===== src/rtl/iws_pkg.sv =====
package iws_pkg;

   typedef enum logic [2:0] {
      WS_AWAKE     = 3'd0,
      WS_DOM_IDLE  = 3'd1,
      WS_OSC_START = 3'd2,
      WS_CLK_ONLY  = 3'd3,
      WS_CPU_WAKE  = 3'd4
   } wake_state_t;

   localparam int SRC_EXT = 0;
   localparam int SRC_RTC = 1;
   localparam int SRC_BUS = 2;
   localparam int NUM_SRC = 3;

endpackage


===== src/rtl/iws_sync.sv =====
module iws_sync #(
   parameter int STAGES  = 2,
   parameter bit RST_VAL = 1'b1
) (
   input  logic clk,
   input  logic rst_n,
   input  logic d,
   output logic q
);

   if (STAGES < 0) begin : g_bad_stages
      $error("iws_sync: STAGES must not be negative");
   end

   if (STAGES == 0) begin : g_bypass
      assign q = d;
   end else if (STAGES == 1) begin : g_single
      logic ff;
      always_ff @(posedge clk or negedge rst_n) begin
         if (!rst_n) ff <= RST_VAL;
         else        ff <= d;
      end
      assign q = ff;
   end else begin : g_chain
      logic [STAGES-1:0] sr;
      always_ff @(posedge clk or negedge rst_n) begin
         if (!rst_n) sr <= {STAGES{RST_VAL}};
         else        sr <= {sr[STAGES-2:0], d};
      end
      assign q = sr[STAGES-1];
   end

endmodule


===== src/rtl/iws_hold_cnt.sv =====
module iws_hold_cnt #(
   parameter int HOLD = 3
) (
   input  logic clk,
   input  logic rst_n,
   input  logic window,
   input  logic line_low,
   output logic hold_met
);

   localparam int CW = (HOLD < 2) ? 1 : $clog2(HOLD + 1);
   localparam logic [CW-1:0] CMAX = CW'(HOLD);

   if (HOLD < 1) begin : g_bad_hold
      $error("iws_hold_cnt: HOLD must be at least 1");
   end

   logic [CW-1:0] cnt;

   always_ff @(posedge clk or negedge rst_n) begin
      if (!rst_n) begin
         cnt <= '0;
      end else if (!window || !line_low) begin
         cnt <= '0;
      end else if (cnt != CMAX) begin
         cnt <= cnt + 1'b1;
      end
   end

   assign hold_met = (cnt == CMAX);

   // a high line or a closed window always restarts the count
   a_r9_count_clears: assert property (@(posedge clk) disable iff (!rst_n)
      (!window || !line_low) |=> (cnt == '0));

   // the threshold is reached only after a low sample
   a_r9_met_needs_low: assert property (@(posedge clk) disable iff (!rst_n)
      $rose(hold_met) |-> $past(line_low && window));

endmodule


===== src/rtl/iws_idle_gate.sv =====
module iws_idle_gate #(
   parameter bit HOST_GUARD = 1'b1
) (
   input  logic req,
   input  logic host_mode,
   input  logic host_ovr,
   output logic grant
);

   if (HOST_GUARD) begin : g_guarded
      assign grant = req & (~host_mode | host_ovr);
   end else begin : g_open
      assign grant = req;
   end

endmodule


===== src/rtl/idle_wake_seq.sv =====
module idle_wake_seq
   import iws_pkg::*;
#(
   parameter int SYNC_STAGES = 2,
   parameter int EXT_HOLD    = 3,
   parameter bit HOST_GUARD  = 1'b1
) (
   input  logic               clk,
   input  logic               rst_n,
   input  logic               idle_req,
   input  logic               host_mode,
   input  logic               host_ovr,
   input  logic [NUM_SRC-1:0] int_en,
   input  logic               ext_int_n,
   input  logic               rtc_evt,
   input  logic               bus_evt,
   input  logic               osc_stable,
   input  logic               pll_lock,
   output logic               osc_en,
   output logic               clk_on,
   output logic               cpu_awake,
   output logic               cpu_wake
);

   if (SYNC_STAGES < 0 || SYNC_STAGES > 4) begin : g_bad_sync
      $error("idle_wake_seq: SYNC_STAGES must be 0..4");
   end
   if (EXT_HOLD < 1) begin : g_bad_hold
      $error("idle_wake_seq: EXT_HOLD must be at least 1");
   end

   wake_state_t state, state_nx;
   logic        ext_sync;
   logic        ext_low;
   logic        grant;
   logic        hold_met;
   logic        any_evt;
   logic        clk_ready;
   logic        cpu_go;
   logic        pend_rtc, pend_bus;
   logic        pend_rtc_nx, pend_bus_nx;
   logic        in_sleep;

   iws_sync #(.STAGES(SYNC_STAGES), .RST_VAL(1'b1)) u_ext_sync (
      .clk   (clk),
      .rst_n (rst_n),
      .d     (ext_int_n),
      .q     (ext_sync)
   );

   assign ext_low = ~ext_sync;

   iws_idle_gate #(.HOST_GUARD(HOST_GUARD)) u_gate (
      .req       (idle_req),
      .host_mode (host_mode),
      .host_ovr  (host_ovr),
      .grant     (grant)
   );

   iws_hold_cnt #(.HOLD(EXT_HOLD)) u_hold (
      .clk      (clk),
      .rst_n    (rst_n),
      .window   (state == WS_CLK_ONLY),
      .line_low (ext_low),
      .hold_met (hold_met)
   );

   assign any_evt   = ext_low | rtc_evt | bus_evt;
   assign clk_ready = osc_stable & pll_lock;
   assign cpu_go    = (pend_rtc & int_en[SRC_RTC])
                    | (pend_bus & int_en[SRC_BUS])
                    | (hold_met & int_en[SRC_EXT]);
   assign in_sleep  = (state == WS_DOM_IDLE) || (state == WS_OSC_START)
                    || (state == WS_CLK_ONLY);

   always_comb begin
      state_nx = state;
      unique case (state)
         WS_AWAKE:     if (grant)     state_nx = WS_DOM_IDLE;
         WS_DOM_IDLE:  if (any_evt)   state_nx = WS_OSC_START;
         WS_OSC_START: if (clk_ready) state_nx = WS_CLK_ONLY;
         WS_CLK_ONLY: begin
            if (cpu_go)     state_nx = WS_CPU_WAKE;
            else if (grant) state_nx = WS_DOM_IDLE;
         end
         WS_CPU_WAKE:  state_nx = WS_AWAKE;
         default:      state_nx = WS_AWAKE;
      endcase
   end

   always_comb begin
      pend_rtc_nx = 1'b0;
      pend_bus_nx = 1'b0;
      if (in_sleep && !(state == WS_CLK_ONLY && grant && !cpu_go)) begin
         pend_rtc_nx = pend_rtc | rtc_evt;
         pend_bus_nx = pend_bus | bus_evt;
      end
   end

   always_ff @(posedge clk or negedge rst_n) begin
      if (!rst_n) begin
         state    <= WS_AWAKE;
         pend_rtc <= 1'b0;
         pend_bus <= 1'b0;
      end else begin
         state    <= state_nx;
         pend_rtc <= pend_rtc_nx;
         pend_bus <= pend_bus_nx;
      end
   end

   assign osc_en    = (state != WS_DOM_IDLE);
   assign clk_on    = (state == WS_AWAKE) || (state == WS_CLK_ONLY)
                    || (state == WS_CPU_WAKE);
   assign cpu_awake = (state == WS_AWAKE);
   assign cpu_wake  = (state == WS_CPU_WAKE);

   // a granted request from the awake state idles the domain
   a_r2_idle_enter: assert property (@(posedge clk) disable iff (!rst_n)
      (cpu_awake && idle_req && (!host_mode || host_ovr || !HOST_GUARD))
      |=> (!osc_en && !clk_on));

   if (HOST_GUARD) begin : g_host_chk
      // host-port mode without override keeps the domain running
      a_r3_host_block: assert property (@(posedge clk) disable iff (!rst_n)
         (cpu_awake && idle_req && host_mode && !host_ovr) |=> cpu_awake);
   end

   // a timer or bus event in the idle domain restarts the oscillator
   a_r5_osc_restart: assert property (@(posedge clk) disable iff (!rst_n)
      (!osc_en && (rtc_evt || bus_evt)) |=> (osc_en && !clk_on));

   // the clock comes back only after both status inputs were high
   a_r6_lock_gate: assert property (@(posedge clk) disable iff (!rst_n)
      $rose(clk_on) |-> $past(osc_stable && pll_lock));

   // no wake pulse without some enable having been set
   a_r7_needs_enable: assert property (@(posedge clk) disable iff (!rst_n)
      $rose(cpu_wake) |-> ($past(int_en) != '0 && $past(clk_on)));

   // single-cycle pulse followed by the awake state
   a_r10_pulse_shape: assert property (@(posedge clk) disable iff (!rst_n)
      cpu_wake |=> (!cpu_wake && cpu_awake));

endmodule


===== config.mk =====
export PLATFORM = sky130hd
export DESIGN_NAME = idle_wake_seq
export DESIGN_NICKNAME = d
export VERILOG_FILES = /design/src/rtl/iws_pkg.sv /design/src/rtl/iws_sync.sv /design/src/rtl/iws_hold_cnt.sv /design/src/rtl/iws_idle_gate.sv /design/src/rtl/idle_wake_seq.sv
export SDC_FILE = /design/constraint.sdc
export NUM_CORES = 1
export LEC_CHECK = 0
export BUFFER_PORTS_ARGS = -buffer_cell sky130_fd_sc_hd__clkbuf_2
export CAP_MARGIN = 20
export CORE_AREA = 10 10 47 49
export CTS_CLUSTER_SIZE = 30
export DETAILED_ROUTE_END_ITERATION = 6
export DIE_AREA = 0 0 57 59
export GPL_TIMING_DRIVEN = 0
export PLACE_DENSITY = 0.66
export SYNTH_ARGS = -nofsm -noshare
export SYNTH_HDL_FRONTEND = slang
export SYNTH_SLANG_ARGS = --single-unit
export TNS_END_PERCENT = 50

===== constraint.sdc =====
create_clock -name clk -period 1.63 [get_ports clk]
set_input_delay 0.0815 -clock clk [delete_from_list [all_inputs] [get_ports clk]]
set_output_delay 0.0815 -clock clk [all_outputs]
set_load 0.01 [all_outputs]

* Yosys cells after proc, flatten, opt, wreduce, memory -nomap -nowiden *
Cells that the tools add are included.
Widths: inputs -> output; s select.

word-level totals
  register bits = 9
  bits in latches = 0
  memory bits (writable) = 0
  bits in read-only memories = 0
  input bits = 13
  word-level logic and storage cells = 52
  memories kept = 0

operators by class
  $add $sub $neg = 1
  multiply operators = 0
  div/mod/pow operators = 0
  $lt $le $gt $ge = 0
  equal/unequal tests = 9
  shift operators = 0
  muxes and demuxes = 9
  bitwise gates (word level) = 14
  reductions and logical operators = 14

operator list
  operator             number
  $mux 3               4
  $pmux 3 s4           1
  $or 1x1->1           7
  $eq 3x2->1 const B   2
  $ne 2x2->1 const B   3
  $and 1x1->1          5
  $logic_or 1x1->1     5
  $mux 2               2
  $eq 3x1->1 const B   1
  $eq 3x3->1 const B   1
  $logic_and 1x1->1    3
  $logic_not 1->1      3
  $logic_not 3->1      1
  $ne 3x1->1 const B   1
  $add 2x1->2 const B  1
  $eq 2x2->1 const B   1
  $mux 1               2
  $not 1->1            2
  $reduce_and 2->1     1
  $reduce_bool 2->1    1

* Longest topological paths before layout *
Gate-level depths: netlist (run 1).

  word-level depth = 8
  mapped depth = 4
  depth with buffers taken out = 4

* Hierarchy *
From an unflattened synthesis (run 1), not the netlist that was laid out.

second synthesis, totals
  cell total of the unflattened synthesis = 41
  area, all modules = 439.2 um^2

by module, submodules not included
  module         instances  cells each  area an instance (um^2)
  idle_wake_seq  1          29          282.8
  iws_hold_cnt   1          8           92.6
  iws_sync       1          2           52.6
  iws_idle_gate  1          2           11.3

* Worst setup path before layout (run 1) *
OpenSTA, ideal clock, no wires.

  kind = register to register
  from = reg u_hold.cnt[0]
  to = reg pend_bus
  setup time = 0.119 ns
  arrival = 1.288 ns
  path slack = 0.223 ns
  cell stages (with the launch flop) = 5
  buffers on the path = 0
  period minus slack after synthesis = 1.407 ns
  cells stage by stage = dfrtp_1 > ha_1 > a222oi_1 > a41oi_1 > o21a_1

between the ends
  cells in the longest elaborated chain, start to end = 8

ends and longest elaborated chain
  item                    line                  RTL
  start, declared         iws_hold_cnt.sv:18    logic [CW-1:0] cnt;
  start signal, assigned  iws_hold_cnt.sv:26    cnt <= cnt + 1'b1;
  $eq 2x2->1              iws_hold_cnt.sv:30    assign hold_met = (cnt == CMAX);
  $and 1x1->1             idle_wake_seq.sv:72   | (hold_met & int_en[SRC_EXT]);
  $or 1x1->1              idle_wake_seq.sv:72
  $logic_not 1->1         idle_wake_seq.sv:94   if (in_sleep && !(state == WS_CLK_ONLY && grant && !cpu_go)) begin
  $logic_and 1x1->1       idle_wake_seq.sv:94
  $logic_not 1->1         idle_wake_seq.sv:94
  $logic_and 1x1->1       idle_wake_seq.sv:94
  $mux 1                  idle_wake_seq.sv:94
  named net pend_bus_nx   idle_wake_seq.sv:41   logic pend_rtc_nx, pend_bus_nx;
  end signal, assigned    idle_wake_seq.sv:108  pend_bus <= pend_bus_nx;
  end, declared           idle_wake_seq.sv:40   logic pend_rtc, pend_bus;

The timed path passes the listed nets, and every way through them passes these cells.
A chain may end at the register's enable or synchronous reset.

* Worst setup path after layout (run 1) *
  from = reg u_hold.cnt[0]
  to = reg pend_rtc

between the ends
  cells in the longest elaborated chain, start to end = 8

ends and longest elaborated chain
  item                   line                  RTL
  $eq 2x2->1             iws_hold_cnt.sv:30
  $and 1x1->1            idle_wake_seq.sv:72
  $or 1x1->1             idle_wake_seq.sv:72
  $logic_not 1->1        idle_wake_seq.sv:94
  $logic_and 1x1->1      idle_wake_seq.sv:94
  $logic_not 1->1        idle_wake_seq.sv:94
  $logic_and 1x1->1      idle_wake_seq.sv:94
  $mux 1                 idle_wake_seq.sv:94
  named net pend_rtc_nx  idle_wake_seq.sv:41
  end signal, assigned   idle_wake_seq.sv:107  pend_rtc <= pend_rtc_nx;
  end, declared          idle_wake_seq.sv:40

The timed path passes the listed nets, and every way through them passes these cells.

==> results of run 1 <==
-- stage by stage --
| stage | total power, uW | TNS [ns] | cells | area (sq um) | util [%] |
|---|---|---|---|---|---|
| after floorplan | 582 | 0 | 42 | 437 | - |
| after global placement | 693 | -0.0204 | 74 | 537 | 38.3 |
| after detailed placement | 701 | -0.162 | 74 | 537 | 38.3 |
| after CTS | 886 | 0 | 81 | 591 | 42.1 |
| after global routing | 953 | 0 | 80 | 587 | 41.9 |
| final | 868 | 0 | 80 | 587 | 41.9 |
-- state kept, by name, summed over array words and instances (netlist names) --
signal	cells
state	3
u_ext_sync.g_chain.sr	2
u_hold.cnt	2
pend_rtc	1
pend_bus	1
-- placed cells by master (no fill, tap or decap) --
cell type      instances
clkbuf_2              16
dfrtp_1                7
nor2_1                 5
nor3_1                 3
clkbuf_4               3
nand2_1                2
nand2b_1               2
o21a_1                 2
dlygate4sd3_1          2
dfstp_2                2
buf_2                  1
and2_1                 1
nand3b_1               1
o21ai_0                1
and2_0                 1
a222oi_1               1
o21bai_1               1
a41oi_1                1
a21boi_1               1
nand4_1                1
o211a_1                1
xor2_1                 1
inv_1                  1
and3_1                 1
a31oi_1                1
o311ai_0               1
mux2i_1                1
ha_1                   1
clkbuf_1               1
buf_4                  1
-- path summary, 6_finish.rpt --
| check | endpoint | slack [ns] |
|---|---|---|
| setup reg to reg | pend_rtc$_DFF_PN0_ | 0.14 |
| hold reg to reg | u_ext_sync.g_chain.sr[1]$_DFF_PN1_ | 0.36 |
| hold / removal | pend_bus$_DFF_PN0_ | 0.05 |
| max in group asynchronous | u_ext_sync.g_chain.sr[0]$_DFF_PN1_ | 1.17 |
| min in group asynchronous | pend_bus$_DFF_PN0_ | 0.21 |
| setup / recovery | pend_rtc$_DFF_PN0_ | 0.14 |
-- Yosys cell counts --
master / n / area share [%]
nand2b_1: 2 / 2.9
dfrtp_1: 7 / 40
inv_1: 1 / 0.86
and2_1: 1 / 1.4
and2_0: 1 / 1.4
o311ai_0: 1 / 2.0
a21boi_1: 1 / 1.7
nand4_1: 1 / 1.4
o211a_1: 1 / 2.3
a222oi_1: 1 / 2.3
buf_2: 1 / 1.1
xor2_1: 1 / 2.0
o21bai_1: 1 / 1.7
and3_1: 1 / 1.4
mux2i_1: 1 / 2.3
o21a_1: 2 / 3.4
nor2_1: 5 / 4.3
ha_1: 1 / 2.9
nand2_1: 2 / 1.7
nand3b_1: 1 / 1.7
nor3_1: 3 / 3.4
o21ai_0: 1 / 1.1
dfstp_2: 2 / 12
a31oi_1: 1 / 1.4
a41oi_1: 1 / 2.0
clkbuf_1: 1 / 0.86
-- power by group --
part           internal (uW)  switching, uW
Combinational            178            177
Clock                   94.0           73.4
Sequential               289           57.2
Total                    561            308
-- logic make-up after synthesis --
logic type      after synthesis  share of synthesized area [%]
simple gates                 17                           19.8
compound gates               10                           18.1
flops                         9                           52.1
buf+inv                       3                           2.86
xor+xnor                      1                           2.01
mux                           1                           2.29
fa+ha+maj                     1                           2.86
-- final cells by class --
cell class	instances	area (sq um)
fill	141	815
tap	16	20.0
timing repair buffer	19	108
clock buffer	4	26.3
multi-input combinational	30	196
buffer	1	5.00
sequential	9	228
inverter	1	3.75
-- what timing repair did --
item / CTS / global route
gates cloned: 0 / 0
endpoints found under the hold margin: 10 / 0
endpoints found under the setup margin: 2 / 1
hold buffers: 2 / 0
setup buffers: 1 / 0
pin swaps: 1 / 0
-- per-layer routing --
layer / track usage [%] / vias up / share of wire, %
met2: 10.5 / 12 / 52
met4: 3.02 / 0 / 0.59
met3: 2.15 / 2 / 5.3
met5: 0 / - / 0
li1: - / 200 / -
met1: 6.96 / 196 / 42
==> key figures, run 1 <==
Global routing
  • Largest net degree at the start of global routing: 11
  • Global-route wire length before repair: 1760 um
  • Vias in the first global route: 431
  • GR Util All Layers: 6.29%
  • Antenna violations before repair: 0
  • Grt ovf: 0

STA
  • Worst-margin pin slew: 0.273 ns
  • Hold WS: 0.0458 ns
  • Final WS setup: 0.136 ns
  • Peak Freq: 670 MHz
  • Fin crit share: 91.6%
  • Max-slew violations: 0
  • RSZ-0062 raised after global routing: no
  • Clock Skews: 0.00606 ns
  • Rel. slew slack: 81.5%
  • Final setup fails: 0
  • Hold Vio Cnt, Final: 0
  • Final Critical Period: 1.49 ns

Critical path
  • Critical Path Fanout Max: 4
  • Arr. time, crit path: 1.64 ns
  • Max stage delay cell, worst path: dfrtp_1
  • CP startpoint kind: register
  • R2R cell count: 5
  • Critical path capture point type: register
  • CP cell instances: ha_1 > a222oi_1 > buf_4 > a41oi_1 > o21a_1
  • R2R Path Start: u_hold.cnt[0]$_DFFE_PN0P_
  • Delay-heaviest family, CP: compound AO/OA/AOI/OAI gates
  • Kind of critical path: register to register
  • Worst Path Required: 1.78 ns
  • Worst path depth: 5
  • Crit path buf inv count: 1
  • CP peak stage delay: 0.39 ns
  • Crit path launch: u_hold.cnt[0]$_DFFE_PN0P_

Die
  • Die width: 57 um
  • Core area: 1400 sq um
  • Initial Util: 31.2%
  • Die area: 3360 sq um
  • I/O pin cnt: 17
  • # rows: 14
  • Die height: 59 um

Routing
  • WL/cell: 12.6 um
  • DR vias/cell: 5.13
  • Final wirelength: 1010 um
  • DRT iter0 DRCs: 4
  • Post-DRT Antenna Nets: 0
  • Residual DRC count: 0
  • First-pass detailed-route iteration total: 4
  • Vias: 410

Finish
  • Area Growth Syn to Fin: 34.4%
  • Nets@finish: 79
  • Antenna Cells: 0
  • Fraction of layout cells with a size suffix above 1: 35.9%

Synth
  • #FFs+latches synth: 9
  • Syn Area/Cell: 10.4 sq um
  • Synthesized cell area: 437 sq um
  • Post-Synthesis Cells: 42
  • Sequential area share after synthesis: 52.1%
  • Distinct cell type count after synthesis: 26
  • Syn_nets: 56
  • Ys Warns: 0

Placement
  • DP Wirelength: 817 um
  • Dpl ws: -0.0823 ns
  • Port Buffers: 16
  • Placer Congestion: 0.807

Min path
  • Hold Crit Start: bus_evt
  • Hold-critical path depth: 2
  • Hold crit path type: primary input to register

Clocking
  • CTS tree: yes
  • Clk slew on worst S/H paths: 0.06 ns
  • Max clock buf depth: 2
  • H-tree Lvls: 1
  • # resized after CTS: 0
  • Root Buffer: clkbuf_4
  • Clk_lat worst skew: 0.25 ns
  • Clock sink total: 9
  • CTS Buf Count: 3

Pwr
  • Pwr/cell area: 1480 nW/um^2
  • Pleak: 0.000289 uW
  • VDD IR-drop max: 621 uV

Flow run
  • # Max-Cap Violations: 0

Run status
  • Status: finished clean
Power figures use the tool's default switching activity.
==> run 2: changes to the inputs <==
CTS_CLUSTER_SIZE = unset   (was 30)
clock period = 1.5 ns   (was 1.63 ns; I/O delays follow)
==> run 2 against run 1 <==
Compared with the run above:
- via count increased by 1.5%
- clock power grew 10%
- highest routed layer unchanged
- wire length rose by 5.8%
- non-clock buffer count rose by 1
- setup slack worse by 0.049 ns
- largest power group unchanged
- clock skew down 0.00063 ns
==> key figures, run 2 (synthesis gave the netlist of run 1 again) <==
Critical path
  • CP cell instances: ha_2 > a222oi_1 > buf_4 > a41oi_2 > o21a_1
  • Critical R2R Capture: pend_rtc$_DFF_PN0_
  • CP peak stage delay: 0.39 ns (about the same)
  • Internal reg-to-reg setup slack: 0.09 ns (-0.05 ns)
  • Max stage delay cell, worst path: dfrtp_1
  • Critical Path Fanout Max: 4 (unchanged)
  • Critical path capture point type: register
  • R2R Path Start: u_hold.cnt[0]$_DFFE_PN0P_
  • Setup crit end: pend_rtc$_DFF_PN0_
  • Worst path depth: 5 (unchanged)
  • Arr. time, crit path: 1.56 ns (-0.08 ns)
  • Delay-heaviest family, CP: compound AO/OA/AOI/OAI gates
  • Worst Path Required: 1.65 ns (-0.13 ns)
  • Crit path buf inv count: 1 (unchanged)
  • R2R cell count: 5 (unchanged)
  • Crit path launch: u_hold.cnt[0]$_DFFE_PN0P_
  • CP startpoint kind: register
  • Kind of critical path: register to register

Finish
  • Area Growth Syn to Fin: 38.7%
  • Filler cell count: 140 (-0.71%)
  • Nets@finish: 80 (+1.3%)
  • Most common cell after layout, fill and taps aside: clkbuf_2
  • Register area: 229 sq um (+0.55%)
  • Most flops, register: state
  • Most frequent cells in the layout: clkbuf_2, dfrtp_1, nor2_1, nor3_1, clkbuf_4
  • Post-route cell area: 606 sq um (+3.2%)
  • Antenna Cells: 0 (unchanged)
  • Top Registers: state: 3 flops, u_ext_sync.g_chain.sr: 2 flops, u_hold.cnt: 2 flops
  • Area occupied by multi-input gates: 206 sq um (+5.1%)
  • Max FFs per register: 3 (unchanged)
  • Fraction of layout cells with a size suffix above 1: 41.5% (+5.6 points)

Pwr
  • Internal: 632 uW (+13%)
  • Clk pwr share: 18.7% (-0.6 points)
  • VDD IR-drop max: 686 uV (+10%)
  • Final Power: 982 uW (+13%)
  • Net switching power: 350 uW (+14%)
  • Sequential share of power: 38.5% (-1.4 points)
  • Pleak: 0.000290 uW (+0.25%)
  • Gate power share: 42.8% (+2.0 points)
  • Pwr/cell area: 1620 nW/um^2 (+9.6%)
  • Sw Share: 35.6% (+0.23 points)

Routing
  • Residual DRC count: 0 (unchanged)
  • Vias: 416 (+1.5%)
  • Final wirelength: 1070 um (+5.8%)
  • Post-DRT Antenna Nets: 0 (unchanged)
  • DRT iter0 DRCs: 10 (+6)
  • First-pass detailed-route iteration total: 4 (unchanged)
  • DR vias/cell: 5.14 (+0.21%)
  • WL/cell: 13.2 um (+4.5%)

Die
  • Die area: 3360 sq um (unchanged)
  • Core area: 1400 sq um (unchanged)
  • Die height: 59 um (unchanged)
  • # rows: 14 (unchanged)
  • I/O pin cnt: 17 (unchanged)
  • Initial Util: 31.2% (unchanged)
  • Die width: 57 um (unchanged)

Clocking
  • Clock sink total: 9 (unchanged)
  • Max clock buf depth: 2 (unchanged)
  • Clk slew on worst S/H paths: 0.06 ns (about the same)
  • Clk_lat worst skew: 0.26 ns (about the same)
  • Root Buffer: clkbuf_4
  • H-tree Lvls: 1 (unchanged)
  • CTS Buf Count: 3 (unchanged)
  • CTS tree: yes

Min path
  • Hold crit path type: primary input to register
  • Hold-critical path depth: 2 (unchanged)

Placement
  • Dpl cell area: 537 sq um (unchanged)
  • DP Wirelength: 817 um (unchanged)
  • Dpl ws: -0.212 ns (-0.130 ns)
  • Placer Congestion: 0.807 (unchanged)
  • Port Buffers: 16 (unchanged)

Global routing
  • Grt ovf: 0 (unchanged)
  • Vias in the first global route: 431 (unchanged)
  • Largest net degree at the start of global routing: 11 (unchanged)
  • Global-route wire length before repair: 1760 um (unchanged)
  • GR Util All Layers: 6.29% (unchanged)
  • Antenna violations before repair: 0 (unchanged)

STA
  • Worst-margin pin slew: 0.273 ns (-0.0000460 ns)
  • Clock Skews: 0.00544 ns (-0.000626 ns)
  • Peak Freq: 708 MHz (+5.7%)
  • Final WS setup: 0.0875 ns (-0.0489 ns)
  • Fin crit share: 94.2% (+2.5 points)
  • Rel. slew slack: 81.5% (about the same)
  • Hold Vio Cnt, Final: 0 (unchanged)
  • Setup TNS: 0 ns (unchanged)
  • Final setup fails: 0 (unchanged)
  • Hold WS: 0.0358 ns (-0.0100 ns)
  • Final Critical Period: 1.41 ns (-0.0811 ns)
  • Max-slew violations: 0 (unchanged)

Flow run
  • # Max-Cap Violations: 0 (unchanged)

Run status
  • Status: finished clean
[run 2: cell count changes in the layout (fill, tap and decap cells not counted), sizes merged]
cell and delta:
buf +1
[run 2: power groups by stage]
stage	Clock, uW	Combinational, uW	Sequential [uW]
2_1_floorplan	0	289	344
3_3_place_gp	0	401	352
3_5_place_dp	0	406	356
4_1_cts	186	425	351
5_1_grt	200	486	392
6_report	184	420	378
[run 2: stage by stage]
stage	std cells	utilization (%)
floorplan	42	-
global placement	74	38.3
detailed placement	74	38.3
CTS	81	42.1
global route	81	43.2
finish	81	43.2
[run 2: final cells by class]
cell class / count / area share [%]
plain buffers: 1 / 0.826
clock buffers: 4 / 4.34
inverters: 1 / 0.620
multi-input cells: 30 / 34.1
flip-flops and latches: 9 / 37.8
well taps: 16 / 3.31
repair buffers: 20 / 19.0
[run 2: worst reg2reg max path, delay by kind of cell (launching register included)]
family / cells / cell delay [ns]
compound gates: 3 / 0.50
flops: 1 / 0.39
buf+inv: 1 / 0.20
fa+ha+maj: 1 / 0.22
[run 2: how the worst min path moves through the flow]
stage | endpoint | from
floorplan | pend_bus$_DFF_PN0_ | rst_n
global placement | pend_bus$_DFF_PN0_ | rst_n
detailed placement | pend_bus$_DFF_PN0_ | rst_n
CTS | pend_bus$_DFF_PN0_ | bus_evt
global route | pend_bus$_DFF_PN0_ | bus_evt
finish | pend_bus$_DFF_PN0_ | bus_evt
[run 2: what timing repair did]
action                                 4_1_cts  5_1_grt
hold buffers                                 2        0
endpoints found under the hold margin       10        0
buffers inserted                             1        1
setup endpoints to repair                    3        4
resized for setup                            0        3
pin swaps                                    1        1
[run 2: layer usage]
layer | wire length [um] | global-route usage (%)
met1 | 469 | 6.96
met2 | 541 | 10.5
met3 | 52 | 2.15
met4 | 6 | 3.02
met5 | 0 | 0
